### config.mk
export PLATFORM = sky130hd
export DESIGN_NAME = gpio_level_resolver
export DESIGN_NICKNAME = d
export VERILOG_FILES = /design/src/rtl/gpio_res_pkg.sv /design/src/rtl/gpio_conn_tracker.sv /design/src/rtl/gpio_bit_resolver.sv /design/src/rtl/gpio_edge_reg.sv /design/src/rtl/gpio_level_resolver.sv
export SDC_FILE = /design/constraint.sdc
export NUM_CORES = 1
export LEC_CHECK = 0
export ABC_AREA = 1
export BUFFER_PORTS_ARGS = -buffer_cell sky130_fd_sc_hd__buf_2
export CORE_ASPECT_RATIO = 0.9
export CORE_MARGIN = 4
export CORE_UTILIZATION = 45
export DETAILED_ROUTE_END_ITERATION = 10
export GPL_ROUTABILITY_DRIVEN = 1
export PLACE_DENSITY = 0.77
export SLEW_MARGIN = 15
export SYNTH_ARGS = -nofsm -noshare
export SYNTH_HDL_FRONTEND = slang
export SYNTH_SLANG_ARGS = --single-unit
### constraint.sdc
create_clock -name clk_i -period 0.95 [get_ports clk_i]
set_input_delay 0.1425 -clock clk_i [delete_from_list [all_inputs] [get_ports clk_i]]
set_output_delay 0.1425 -clock clk_i [all_outputs]
set_load 0.1 [all_outputs]
### src/rtl/gpio_res_pkg.sv
package gpio_res_pkg;
  localparam logic [1:0] MODE_OUT  = 2'b01;
  localparam logic [1:0] PULL_UP   = 2'b01;
  localparam logic [1:0] PULL_DOWN = 2'b10;
endpackage

### src/rtl/gpio_conn_tracker.sv
module gpio_conn_tracker #(
  parameter int NUM_PINS = 16
) (
  input  logic                clk_i,
  input  logic                rst_ni,
  input  logic [NUM_PINS-1:0] is_out_i,
  input  logic [NUM_PINS-1:0] is_od_i,
  input  logic                cfg_wr_i,
  input  logic [NUM_PINS-1:0] req_i,
  input  logic [NUM_PINS-1:0] lvl_i,
  input  logic [NUM_PINS-1:0] rel_i,
  output logic [NUM_PINS-1:0] conn_nxt_o,
  output logic [NUM_PINS-1:0] ext_nxt_o,
  output logic [NUM_PINS-1:0] conflict_o
);
  logic [NUM_PINS-1:0] conn_q, ext_q, accept, conflict_q;

  for (genvar i = 0; i < NUM_PINS; i++) begin : g_pin
    logic c_a, c_r;
    assign accept[i] = ~is_out_i[i] | (is_od_i[i] & ~lvl_i[i]);
    assign ext_nxt_o[i] = (req_i[i] & accept[i]) ? lvl_i[i] : ext_q[i];
    assign c_a = (req_i[i] & accept[i]) | conn_q[i];
    assign c_r = c_a & ~rel_i[i];
    // config strobe drops sources that would fight an output driver
    assign conn_nxt_o[i] = c_r & ~(cfg_wr_i & is_out_i[i] & (~is_od_i[i] | ext_nxt_o[i]));
  end

  always_ff @(posedge clk_i or negedge rst_ni) begin
    if (!rst_ni) begin
      conn_q     <= '0;
      ext_q      <= '0;
      conflict_q <= '0;
    end else begin
      conn_q     <= conn_nxt_o;
      ext_q      <= ext_nxt_o;
      conflict_q <= req_i & ~accept;
    end
  end

  assign conflict_o = conflict_q;
endmodule

### src/rtl/gpio_bit_resolver.sv
module gpio_bit_resolver
  import gpio_res_pkg::*;
#(
  parameter int NUM_PINS = 16
) (
  input  logic [NUM_PINS-1:0]   is_out_i,
  input  logic [NUM_PINS-1:0]   is_od_i,
  input  logic [2*NUM_PINS-1:0] pull_i,
  input  logic [NUM_PINS-1:0]   odr_i,
  input  logic [NUM_PINS-1:0]   conn_i,
  input  logic [NUM_PINS-1:0]   ext_i,
  input  logic [NUM_PINS-1:0]   prev_i,
  output logic [NUM_PINS-1:0]   idr_d_o
);
  for (genvar i = 0; i < NUM_PINS; i++) begin : g_bit
    logic pu, pd, pulled;
    assign pu = (pull_i[2*i +: 2] == PULL_UP);
    assign pd = (pull_i[2*i +: 2] == PULL_DOWN);
    assign pulled = pu ? 1'b1 : (pd ? 1'b0 : prev_i[i]);

    always_comb begin
      if (is_out_i[i]) begin
        if (!is_od_i[i])                 idr_d_o[i] = odr_i[i];
        else if (!odr_i[i])              idr_d_o[i] = 1'b0;
        else if (conn_i[i] && !ext_i[i]) idr_d_o[i] = 1'b0;
        else                             idr_d_o[i] = pulled;
      end else if (conn_i[i]) begin
        idr_d_o[i] = ext_i[i];
      end else begin
        idr_d_o[i] = pulled;
      end
    end
  end
endmodule

### src/rtl/gpio_edge_reg.sv
module gpio_edge_reg #(
  parameter int NUM_PINS = 16
) (
  input  logic                clk_i,
  input  logic                rst_ni,
  input  logic [NUM_PINS-1:0] idr_d_i,
  output logic [NUM_PINS-1:0] idr_o,
  output logic [NUM_PINS-1:0] rise_o,
  output logic [NUM_PINS-1:0] fall_o
);
  always_ff @(posedge clk_i or negedge rst_ni) begin
    if (!rst_ni) begin
      idr_o  <= '0;
      rise_o <= '0;
      fall_o <= '0;
    end else begin
      idr_o  <= idr_d_i;
      rise_o <= idr_d_i & ~idr_o;
      fall_o <= ~idr_d_i & idr_o;
    end
  end
endmodule

### src/rtl/gpio_level_resolver.sv
module gpio_level_resolver
  import gpio_res_pkg::*;
#(
  parameter int NUM_PINS = 16
) (
  input  logic                  clk_i,
  input  logic                  rst_ni,
  input  logic [2*NUM_PINS-1:0] mode_i,
  input  logic [NUM_PINS-1:0]   otype_i,
  input  logic [2*NUM_PINS-1:0] pull_i,
  input  logic [NUM_PINS-1:0]   odr_i,
  input  logic                  cfg_wr_i,
  input  logic [NUM_PINS-1:0]   drive_req_i,
  input  logic [NUM_PINS-1:0]   drive_lvl_i,
  input  logic [NUM_PINS-1:0]   release_i,
  output logic [NUM_PINS-1:0]   idr_o,
  output logic [NUM_PINS-1:0]   pin_rise_o,
  output logic [NUM_PINS-1:0]   pin_fall_o,
  output logic [NUM_PINS-1:0]   conflict_o
);
  logic [NUM_PINS-1:0] is_out, conn_nxt, ext_nxt, idr_d;

  for (genvar i = 0; i < NUM_PINS; i++) begin : g_mode
    assign is_out[i] = (mode_i[2*i +: 2] == MODE_OUT);
  end

  gpio_conn_tracker #(.NUM_PINS(NUM_PINS)) u_conn (
    .clk_i, .rst_ni,
    .is_out_i   (is_out),
    .is_od_i    (otype_i),
    .cfg_wr_i,
    .req_i      (drive_req_i),
    .lvl_i      (drive_lvl_i),
    .rel_i      (release_i),
    .conn_nxt_o (conn_nxt),
    .ext_nxt_o  (ext_nxt),
    .conflict_o
  );

  gpio_bit_resolver #(.NUM_PINS(NUM_PINS)) u_res (
    .is_out_i (is_out),
    .is_od_i  (otype_i),
    .pull_i,
    .odr_i,
    .conn_i   (conn_nxt),
    .ext_i    (ext_nxt),
    .prev_i   (idr_o),
    .idr_d_o  (idr_d)
  );

  gpio_edge_reg #(.NUM_PINS(NUM_PINS)) u_edge (
    .clk_i, .rst_ni,
    .idr_d_i (idr_d),
    .idr_o,
    .rise_o  (pin_rise_o),
    .fall_o  (pin_fall_o)
  );
endmodule

==> results.json <==
{
  "grt_usage": 0.229,
  "clk_pin_slew_worst_paths_ns": 0.06,
  "gr-total-overflow": 0,
  "dieArea_sq_um": 14100,
  "antenna_cells": 0,
  "grt_max_degree": 34,
  "avgViaCountPerCell": 4.59,
  "synth_nets": 885,
  "yosys.cell_types.count": 15,
  "first_pass_iters": 5,
  "reg2reg_depth": 9,
  "slew_headroom": 0.809,
  "skew_ns": 0.00659,
  "synth_warnings": 0,
  "num_vias": 5795,
  "hold_depth": 3,
  "power_density_nw_per_um2": 1730,
  "fin_nets": 1244,
  "max_stage_delay_ns": 0.50,
  "min_period_ns": 1.27,
  "design_area_sq_um": 9600,
  "cts_buffer_depth": 2,
  "max_freq_ghz": 0.788,
  "slew_viol_final": 0,
  "start_kind": "register",
  "wirelength_mm": 16.5,
  "cp_max_fo": 4,
  "worst_setup_path_end_kind": "output port",
  "nFillCells": 730,
  "setup_tns_ns": -22.49,
  "insertion_delay_ns": 0.34,
  "cts-root-buf": "clkbuf_16",
  "rows": 38,
  "r2r_setup_slack_ns": -0.31,
  "setup_viol": 113,
  "hpwl_mm": 12.2,
  "detail-route-antenna-nets": 0,
  "rsz0062_at_grt": "yes",
  "layout_commonest_cell": "inv_1",
  "start_util": 0.460,
  "port-buffer-count": 210,
  "layout.area.seq_sq_um": 2510,
  "layoutNonFillerInstCount": 1262,
  "slowest_stage": "dfrtp_4",
  "hold_path_class": "input pin to register",
  "mostFrequentLayoutCells": "inv_1 (190), nand2_1 (166), buf_2 (145)",
  "status": "complete, but fails checks",
  "ir_worst_vdd_v": 0.00115,
  "wl_per_cell_um": 13.1,
  "syn_avg_cell_area_sq_um": 7.49,
  "io-pin-count": 211,
  "first_iter_violations": 277,
  "cap_viol_max_count": 0,
  "drc": 0,
  "crit_chain": "buf_6, buf_12",
  "synth_cells": 738,
  "p_leak_nw": 5.30,
  "worst_pin_slew_ns": 0.286,
  "place_inst": 1213,
  "h-tree-depth": 3,
  "min_delay_worst_endpoint": "u_conn.conflict_o[12]$_DFF_PN0_",
  "syn_area_sq_um": 5530,
  "dieWidth_um": 125,
  "numClockSinks": 96,
  "grt_pass1_vias": 5931,
  "reg2reg_from": "u_edge.idr_o[9]$_DFF_PN0_",
  "violations": "setup timing",
  "cp.arrival_ns": 1.13,
  "hold_violations": 0,
  "critPathKind": "register to output port",
  "synth_seq_area_share": 0.435,
  "worstPathRequired_ns": 0.81,
  "synth-seq-cells": 96,
  "multi_input_area_sq_um": 2610,
  "place_area_sq_um": 8780,
  "grt_pass1_wl_mm": 26.5,
  "core_sq_um": 12000,
  "antenna_found_initial": 0,
  "min_from": "drive_req_i[12]",
  "worst_slack_ns": -0.318,
  "die_h_um": 113,
  "place_congestion": 0.830,
  "drive_gt1_frac": 0.543,
  "cts_made_buffers": 9,
  "r2r-end": "u_edge.fall_o[9]$_DFF_PN0_",
  "dp_slack_ns": -0.351,
  "cts_tree": "built",
  "hold_ws_ns": 0.0388,
  "syn2layout_area_growth_pct": 73.7,
  "period_share": 1.34
}
[routing by layer]
metal  track usage  wire, um  up-vias
met5             0         0        -
met1         0.257      6320     2645
met3        0.0458      1020       39
met4        0.0882       450        0
li1              -         -     2911
met2         0.428      8690      200
[worst max path at each step]
| stage | start | end | slack, ns | depth (start not counted) |
|---|---|---|---|---|
| 3_3_place_gp | mode_i[12] | u_edge.fall_o[6]$_DFF_PN0_ | -0.28 | 13 |
| 4_1_cts | u_edge.idr_o[12]$_DFF_PN0_ | idr_o[12] | -0.33 | 2 |
| 2_1_floorplan | u_edge.idr_o[0]$_DFF_PN0_ | u_edge.fall_o[0]$_DFF_PN0_ | -0.30 | 8 |
| 5_1_grt | u_edge.idr_o[9]$_DFF_PN0_ | u_edge.fall_o[9]$_DFF_PN0_ | -0.40 | 9 |
| 3_5_place_dp | mode_i[3] | u_edge.fall_o[1]$_DFF_PN0_ | -0.35 | 12 |
| 6_report | u_edge.idr_o[12]$_DFF_PN0_ | idr_o[12] | -0.32 | 2 |
[cell type report]
type,count,share of cell area
timing repair buffer,350,0.339
clock inverter,2,0.00391
multi-input combinational,448,0.271
clock buffer,14,0.0285
sequential,96,0.262
inverter,192,0.0751
tap,160,0.0209
[registers in the layout, summed over array words and instances, names as in the netlist]
signal / flops
u_edge.fall_o: 16
u_conn.ext_q: 16
u_edge.rise_o: 16
u_conn.conflict_o: 16
u_conn.conn_q: 16
u_edge.idr_o: 16
[critical path: cells and delay by family (launching register included)]
kind | cells | cell delay (ns)
DFF | 1 | 0.50
buffers and inverters | 2 | 0.28
[cell families (layout without fill, tap and decap cells)]
logic type	Yosys count	count (layout)	synth area share
AND/OR/NAND/NOR	384	384	0.333
buffers and inverters	194	558	0.133
flip-flops	96	96	0.435
AO/OA/AOI/OAI	64	64	0.0991
[power breakdown]
group / internal, mW / leakage [nW] / switching (mW) / total (mW)
sequential: 4.68 / 1.13 / 0.384 / 5.06
clock: 2.26 / 0.149 / 1.49 / 3.75
combinational: 3.12 / 4.02 / 4.64 / 7.76
total: 10.1 / 5.30 / 6.51 / 16.6
[Yosys cell counts, drive strengths merged]
cell | n | share of area
o211ai | 16 | 0.028
nand3 | 64 | 0.058
inv | 192 | 0.13
dfrtp | 96 | 0.43
buf | 2 | 0.0027
nor2 | 64 | 0.072
a21oi | 32 | 0.049
o21a | 16 | 0.022
nand2 | 256 | 0.20
[per-stage QoR]
| step | util | power (mW) |
|---|---|---|
| 6_report | 0.798 | 16.6 |
| 3_3_place_gp | 0.730 | 12.0 |
| 3_5_place_dp | 0.730 | 12.2 |
| 2_1_floorplan | - | 9.05 |
| 4_1_cts | 0.789 | 16.5 |
| 5_1_grt | 0.798 | 17.3 |
[repair_timing]
action,in CTS,in global routing
gates resized for setup,52,26
buffers inserted,27,7
pin swaps,42,33
hold buffers,1,0
hold endpoints to repair,96,0
setup endpoints to repair,112,118
Power figures use the tool's default switching activity.
